`config.mk`:
```
export PLATFORM = sky130hd
export DESIGN_NAME = smbus_idle_watchdog
export DESIGN_NICKNAME = d
export VERILOG_FILES = /design/src/rtl/smbus_idle_watchdog.sv
export SDC_FILE = /design/constraint.sdc
export NUM_CORES = 1
export LEC_CHECK = 0
export BUFFER_PORTS_ARGS = -buffer_cell sky130_fd_sc_hd__buf_2
export CAP_MARGIN = 10
export CORE_AREA = 2 2 39 41
export DETAILED_ROUTE_END_ITERATION = 7
export DIE_AREA = 0 0 41 43
export PLACE_DENSITY_LB_ADDON = 0.08
export SLEW_MARGIN = 15
export SYNTH_ARGS = -nofsm -noshare
export SYNTH_HDL_FRONTEND = slang
export SYNTH_SLANG_ARGS = --single-unit
```
`constraint.sdc`:
```
create_clock -name clk -period 2.2 [get_ports clk]
set_input_delay 0.33 -clock clk [delete_from_list [all_inputs] [get_ports clk]]
set_output_delay 0.33 -clock clk [all_outputs]
set_load 0.05 [all_outputs]
```
`src/rtl/smbus_idle_watchdog.sv`:
```
module smbus_idle_watchdog #(
  parameter int LIMIT_TICKS = 25,
  parameter int MIN_TICKS   = 15,
  parameter int MAX_TICKS   = 35
) (
  input  logic clk,
  input  logic rst_n,
  input  logic scl_i,
  input  logic sda_i,
  input  logic xfer_busy,
  input  logic tick_i,
  input  logic tmo_disable,
  output logic abort_o
);
  localparam int CW = $clog2(LIMIT_TICKS + 1);
  localparam int SW = $clog2(MAX_TICKS + 2);

  logic          scl_q, sda_q, fired;
  logic [CW-1:0] idle_cnt;
  logic          bus_edge, armed, expire;

  assign bus_edge = (scl_i ^ scl_q) | (sda_i ^ sda_q);
  assign armed    = xfer_busy & ~tmo_disable & ~fired;
  assign expire   = armed & ~bus_edge & tick_i & (idle_cnt == CW'(LIMIT_TICKS - 1));

  always_ff @(posedge clk) begin
    if (!rst_n) begin
      scl_q <= 1'b1;
      sda_q <= 1'b1;
    end else begin
      scl_q <= scl_i;
      sda_q <= sda_i;
    end
  end

  always_ff @(posedge clk) begin
    if (!rst_n)                          idle_cnt <= '0;
    else if (!armed || bus_edge || expire) idle_cnt <= '0;
    else if (tick_i)                     idle_cnt <= idle_cnt + 1'b1;
  end

  always_ff @(posedge clk) begin
    if (!rst_n)          fired <= 1'b0;
    else if (!xfer_busy) fired <= 1'b0;
    else if (expire)     fired <= 1'b1;
  end

  always_ff @(posedge clk) begin
    if (!rst_n) abort_o <= 1'b0;
    else        abort_o <= expire;
  end

  // shadow count of quiet ticks, for the window check
  logic [SW-1:0] quiet_sh;
  always_ff @(posedge clk) begin
    if (!rst_n)                                   quiet_sh <= '0;
    else if (!xfer_busy || tmo_disable || bus_edge) quiet_sh <= '0;
    else if (tick_i && quiet_sh <= SW'(MAX_TICKS)) quiet_sh <= quiet_sh + 1'b1;
  end

  p_window_r7: assert property (@(posedge clk) disable iff (!rst_n)
    abort_o |-> (quiet_sh >= SW'(MIN_TICKS) && quiet_sh <= SW'(MAX_TICKS)));

  p_one_cycle_r6: assert property (@(posedge clk) disable iff (!rst_n)
    abort_o |=> !abort_o);

  p_disabled_quiet_r5: assert property (@(posedge clk) disable iff (!rst_n)
    abort_o |-> !$past(tmo_disable));

  p_only_in_xfer_r4: assert property (@(posedge clk) disable iff (!rst_n)
    abort_o |-> $past(xfer_busy));

  p_no_edge_r3: assert property (@(posedge clk) disable iff (!rst_n)
    abort_o |-> $past(scl_i == scl_q && sda_i == sda_q));

  p_on_tick_r2: assert property (@(posedge clk) disable iff (!rst_n)
    abort_o |-> $past(tick_i));
endmodule

```
-- Word level (Yosys, flattened, before mapping)
Cells that the tools add are included.
- register bits: 9
- bits of input ports: 7
- word-level logic and storage cells: 24
- eq/ne operators: 1
- add/subtract/negate cells: 1
- bitwise gates (word level): 12
- reductions and logical operators: 5
- operators by type and width (cell ; number):
    adder 5 x 1 -> 5 bit (second input constant) ; 1
    bitwise AND 1 bit ; 5
    == test 5 bit (second input constant) ; 1
    NOT 1 bit ; 4
    logical OR 1 bit ; 2
    AND reduction 2 bit ; 1
    OR reduction 2 bit ; 1
    bitwise XOR 1 bit ; 2
    zero test 1 bit ; 1
    bitwise OR 1 bit ; 1

-- Longest topological paths before layout
- word-level depth: 8
- gate-level depth with buffers: 5
- mapped depth without buffers: 5

-- Worst setup path after synthesis
OpenSTA, ideal clock, no wires.
- path kind: register to register
- from: register idle_cnt[0]
- to: register idle_cnt[0]
- arrival time: 1115 ps
- setup slack: 1007 ps
- cell stages (with the launch flop): 6
- library setup time: 78 ps
- buffers on the path: 0
- period minus slack after synthesis: 1193 ps
- cell sequence: dfxtp_1 > inv_1 > ha_1 > nor2b_2 > and4_1 > nor3_1
- longest elaborated chain between the ends: 4
- elaborated cells on any way between the ends: 5
- those cells by class: 1 x add/sub; 1 x eq/ne; 1 x bitwise; 2 x reduce/logical
- RTL lines (what ; RTL line ; source):
    start: declaration ; 19 ; logic [CW-1:0] idle_cnt;
    start signal: assignment ; 39 ; else if (tick_i) idle_cnt <= idle_cnt + 1'b1;
    == test 5 bit ; 24 ; assign expire = armed & ~bus_edge & tick_i & (idle_cnt == CW'(LIMIT_TICKS - 1));
    bitwise AND 1 bit ; 24 ;
    logical OR 1 bit ; 38 ; else if (!armed || bus_edge || expire) idle_cnt <= '0;
    OR reduction 2 bit (no source line) ; n/a ;
Several ways; a longest one is shown, not always the timed one.
A chain may end at the register's enable or synchronous reset.

-- Worst setup path after layout
- from: register idle_cnt[0]
- to: register idle_cnt[4]
Same word-level chain as after synthesis.

==> Flow_metrics.wiki <==
{| class="wikitable"
! Metric !! Value
|-
| Run status || completed
|-
| Max H-tree Level || 1
|-
| Number of cells traversed by the worst hold path || 2
|-
| Worst reg2reg path depth || 5
|-
| Placed instance area || 460 sq um
|-
| Finished layout cell area || 487 sq um
|-
| Via-to-Cell Ratio || 4.76
|-
| Post-detail-place hpwl || 570 um
|-
| Number of antenna violations at the first check in global routing || 0
|-
| Net Sw Frac || 0.206
|-
| Warnings, synthesis || 0
|-
| Setup clock skew after layout || between 0.003 and 0.004 ns
|-
| Largest net degree at the start of global routing || 8
|-
| Final-report setup violation count || 0
|-
| RSZ-0062 raised after global routing || false
|-
| Highest-count cells in the layout ignoring fill and taps || 9 x sky130_fd_sc_hd__dfxtp_1, 7 x sky130_fd_sc_hd__buf_2, 5 x sky130_fd_sc_hd__nor3_1
|-
| Port bufs || 7
|-
| Launching point of the worst reg2reg path || idle_cnt[0]$_SDFFE_PP0P_
|-
| Period utilization || 0.592
|-
| Setup TNS Final || 0 ns
|-
| Synthesized net count || 50
|-
| TritonRoute pass-1 iters || 3
|-
| Total Die Area || 1760 sq um
|-
| Total number of clock tree sinks || 9
|-
| Die height || 43 um
|-
| Initial standard-cell utilization of the core || 0.297
|-
| Minimum period implied by the final worst setup slack || 1.30 ns
|-
| Critical path data required time || 2.37 ns
|-
| Total CTS buffers || 3
|-
| Final Util || 0.352
|-
| Number of library cell types mapped by synthesis || 18
|-
| Largest fanout on the critical path || 5
|-
| Setup Fix Bufs, Post-CTS || 0
|-
| Layout-stage area growth over the synthesis result || 18.6%
|-
| Min-Delay Startpoint || tmo_disable
|-
| Combinational share of power || 0.071
|-
| Max Clk Rate || 768 MHz
|-
| Layout cell share with drive strength beyond 1 || 0.255
|-
| Sum of overflow across all layers after global routing || 0
|-
| Hold-fix buffer count after cts || 0
|-
| Pleak || 0.000195 uW
|-
| DRC violations left || 0
|-
| Kind of capture point of the worst setup path || flip-flop
|-
| Total GRT Usage || 0.109
|-
| Headroom to the max-slew limit || 0.832
|-
| Antenna fix cells || 0
|-
| Sequential area share after synthesis || 0.439
|-
| Net count reported at finish || 61
|-
| Startpoint of the worst setup timing path || idle_cnt[0]$_SDFFE_PP0P_
|-
| Number of placement rows || 14
|-
| Worst vdd rail ir drop || 0.293 mV
|-
| Critical Setup Path Class || reg2reg
|-
| Fin. max-slew vios || 0
|-
| # fillers || 156
|-
| Number of hold violations in the final report || 0
|-
| Via count of the first global-routing pass || about 310
|-
| Register bit total from synthesis || 9
|-
| Library cell used as clock root buffer || sky130_fd_sc_hd__clkbuf_4
|-
| Count of instances resized after the clock tree is built || 0
|-
| Hold Worst Slack || approximately 0.28 ns
|-
| Core outline area || 1380 sq um
|-
| Average wire length per cell after detail routing || 10.1 um
|-
| Critical Path AT || 1.47 ns
|-
| Netlist Area Pre-Place || 410 sq um
|-
| Net load switching power || between 60 and 70 uW
|-
| Global-route wire length before repair || roughly 1200 um
|-
| Hold WC Path Type || in2reg
|-
| Clock latency reported for the late side of the worst-skew pair || 0.25 ns
|-
| Via count || 319
|-
| Worst Setup Start Kind || flip-flop
|-
| CTS Buffer Depth || 2
|-
| Internal portion of total power || 245 uW
|-
| Most common library cell in the layout ignoring fill and taps || sky130_fd_sc_hd__dfxtp_1
|-
| Transition time at the pin with the least slew margin || approximately 0.25 ns
|-
| Clock-pin slew on the worst setup and hold paths || 0.06 ns
|-
| Top-Level Pins || 8
|-
| Die width || 41 um
|-
| Gpl congestion || 0.641
|-
| Number of standard cells after synthesis || 41
|-
| Average size of a mapped cell || 10.0 sq um
|-
| Total power density per cell area || roughly 630 nW/um^2
|-
| Internal reg-to-reg setup slack || around 0.90 ns
|-
| TritonCTS clock tree || done
|-
| Count of antenna-violating nets left after detailed routing || 0
|-
| Wirelength, routed || 680 um
|-
| Part of the power in registers || 0.539
|-
| Number of max-capacitance violations reported || 0
|-
| Fraction of power consumed by the clock network || 0.389
|-
| Starting DRC count in detailed routing || 1
|}
## through the flow
step | std cells | power (uW) | setup slack (ns)
2_1_floorplan | 41 | 183 | 1.01
3_3_place_gp | 63 | 191 | 0.923
3_5_place_dp | 63 | 192 | 0.893
4_1_cts | 67 | 314 | 0.874
5_1_grt | 67 | 330 | 0.775
6_report | 67 | 309 | 0.898
## flip-flops by register name, indices dropped and copies added (netlist names)
signal / flops
idle_cnt: 5
abort_o: 1
fired: 1
scl_q: 1
sda_q: 1
## layout make-up
type	count	area (sq um)	area share
clock buffer	4	26.3	0.0540
inverter	2	7.51	0.0154
multi-input combinational	29	218	0.447
sequential	9	180	0.370
tap	16	20.0	0.0411
timing repair buffer	7	35.0	0.0720
## path summary, 6_finish.rpt
check | end
worst max register to register | idle_cnt[4]$_SDFFE_PP0P_
worst min-delay path | fired$_SDFFE_PN0P_
worst max-delay path | idle_cnt[4]$_SDFFE_PP0P_
worst min register to register | fired$_SDFFE_PN0P_
## cell usage after synthesis
library cell               n  area [sq um]
sky130_fd_sc_hd__o41ai_2   1          16.3
sky130_fd_sc_hd__xnor2_1   3          26.3
sky130_fd_sc_hd__nand3_1   1          5.00
sky130_fd_sc_hd__or2b_1    1          7.51
sky130_fd_sc_hd__nand2b_1  1          6.26
sky130_fd_sc_hd__and4_1    1          8.76
sky130_fd_sc_hd__nand4_1   3          18.8
sky130_fd_sc_hd__nand4b_2  1          15.0
sky130_fd_sc_hd__mux2i_1   1          10.0
sky130_fd_sc_hd__ha_1      2          25.0
sky130_fd_sc_hd__buf_2     1          5.00
sky130_fd_sc_hd__inv_1     2          7.51
sky130_fd_sc_hd__nor3_1    5          25.0
sky130_fd_sc_hd__nand2_1   3          11.3
sky130_fd_sc_hd__dfxtp_1   9           180
sky130_fd_sc_hd__nor2b_2   1          8.76
sky130_fd_sc_hd__xor2_1    3          26.3
sky130_fd_sc_hd__nor2_1    2          7.51
## critical path: stages, from the launching register on
cell and delay, ns:
sky130_fd_sc_hd__dfxtp_1 0.38, sky130_fd_sc_hd__inv_1 0.06, sky130_fd_sc_hd__ha_1 0.19, sky130_fd_sc_hd__nor2b_2 0.15
sky130_fd_sc_hd__and4_1 0.25, sky130_fd_sc_hd__nor3_1 0.18
## cells by family after synthesis
kind of cell             synth area share
adder cells (fa/ha/maj)            0.0610
AO/OA/AOI/OAI                      0.0396
XOR/XNOR                            0.128
multiplexers                       0.0244
buffers and inverters              0.0305
flip-flops                          0.439
AND/OR/NAND/NOR                     0.277
## power groups by stage
stage                     sequential (uW)  combinational, uW  clock, uW
after floorplan                       170               13.5          0
after global placement                170               21.1          0
after detailed placement              170               22.3          0
after CTS                             166               22.6        125
after global routing                  167               24.4        139
final                                 166               22.0        120
## metal layers
metal	wire, um	vias to the layer above	track usage	share of wire
li1	-	160	-	-
met1	265	150	0.112	0.39
met2	374	7	0.166	0.55
met3	34	2	0.0314	0.050
met4	5	0	0.100	0.0074
met5	0	-	0	0
Power figures use the tool's default switching activity.
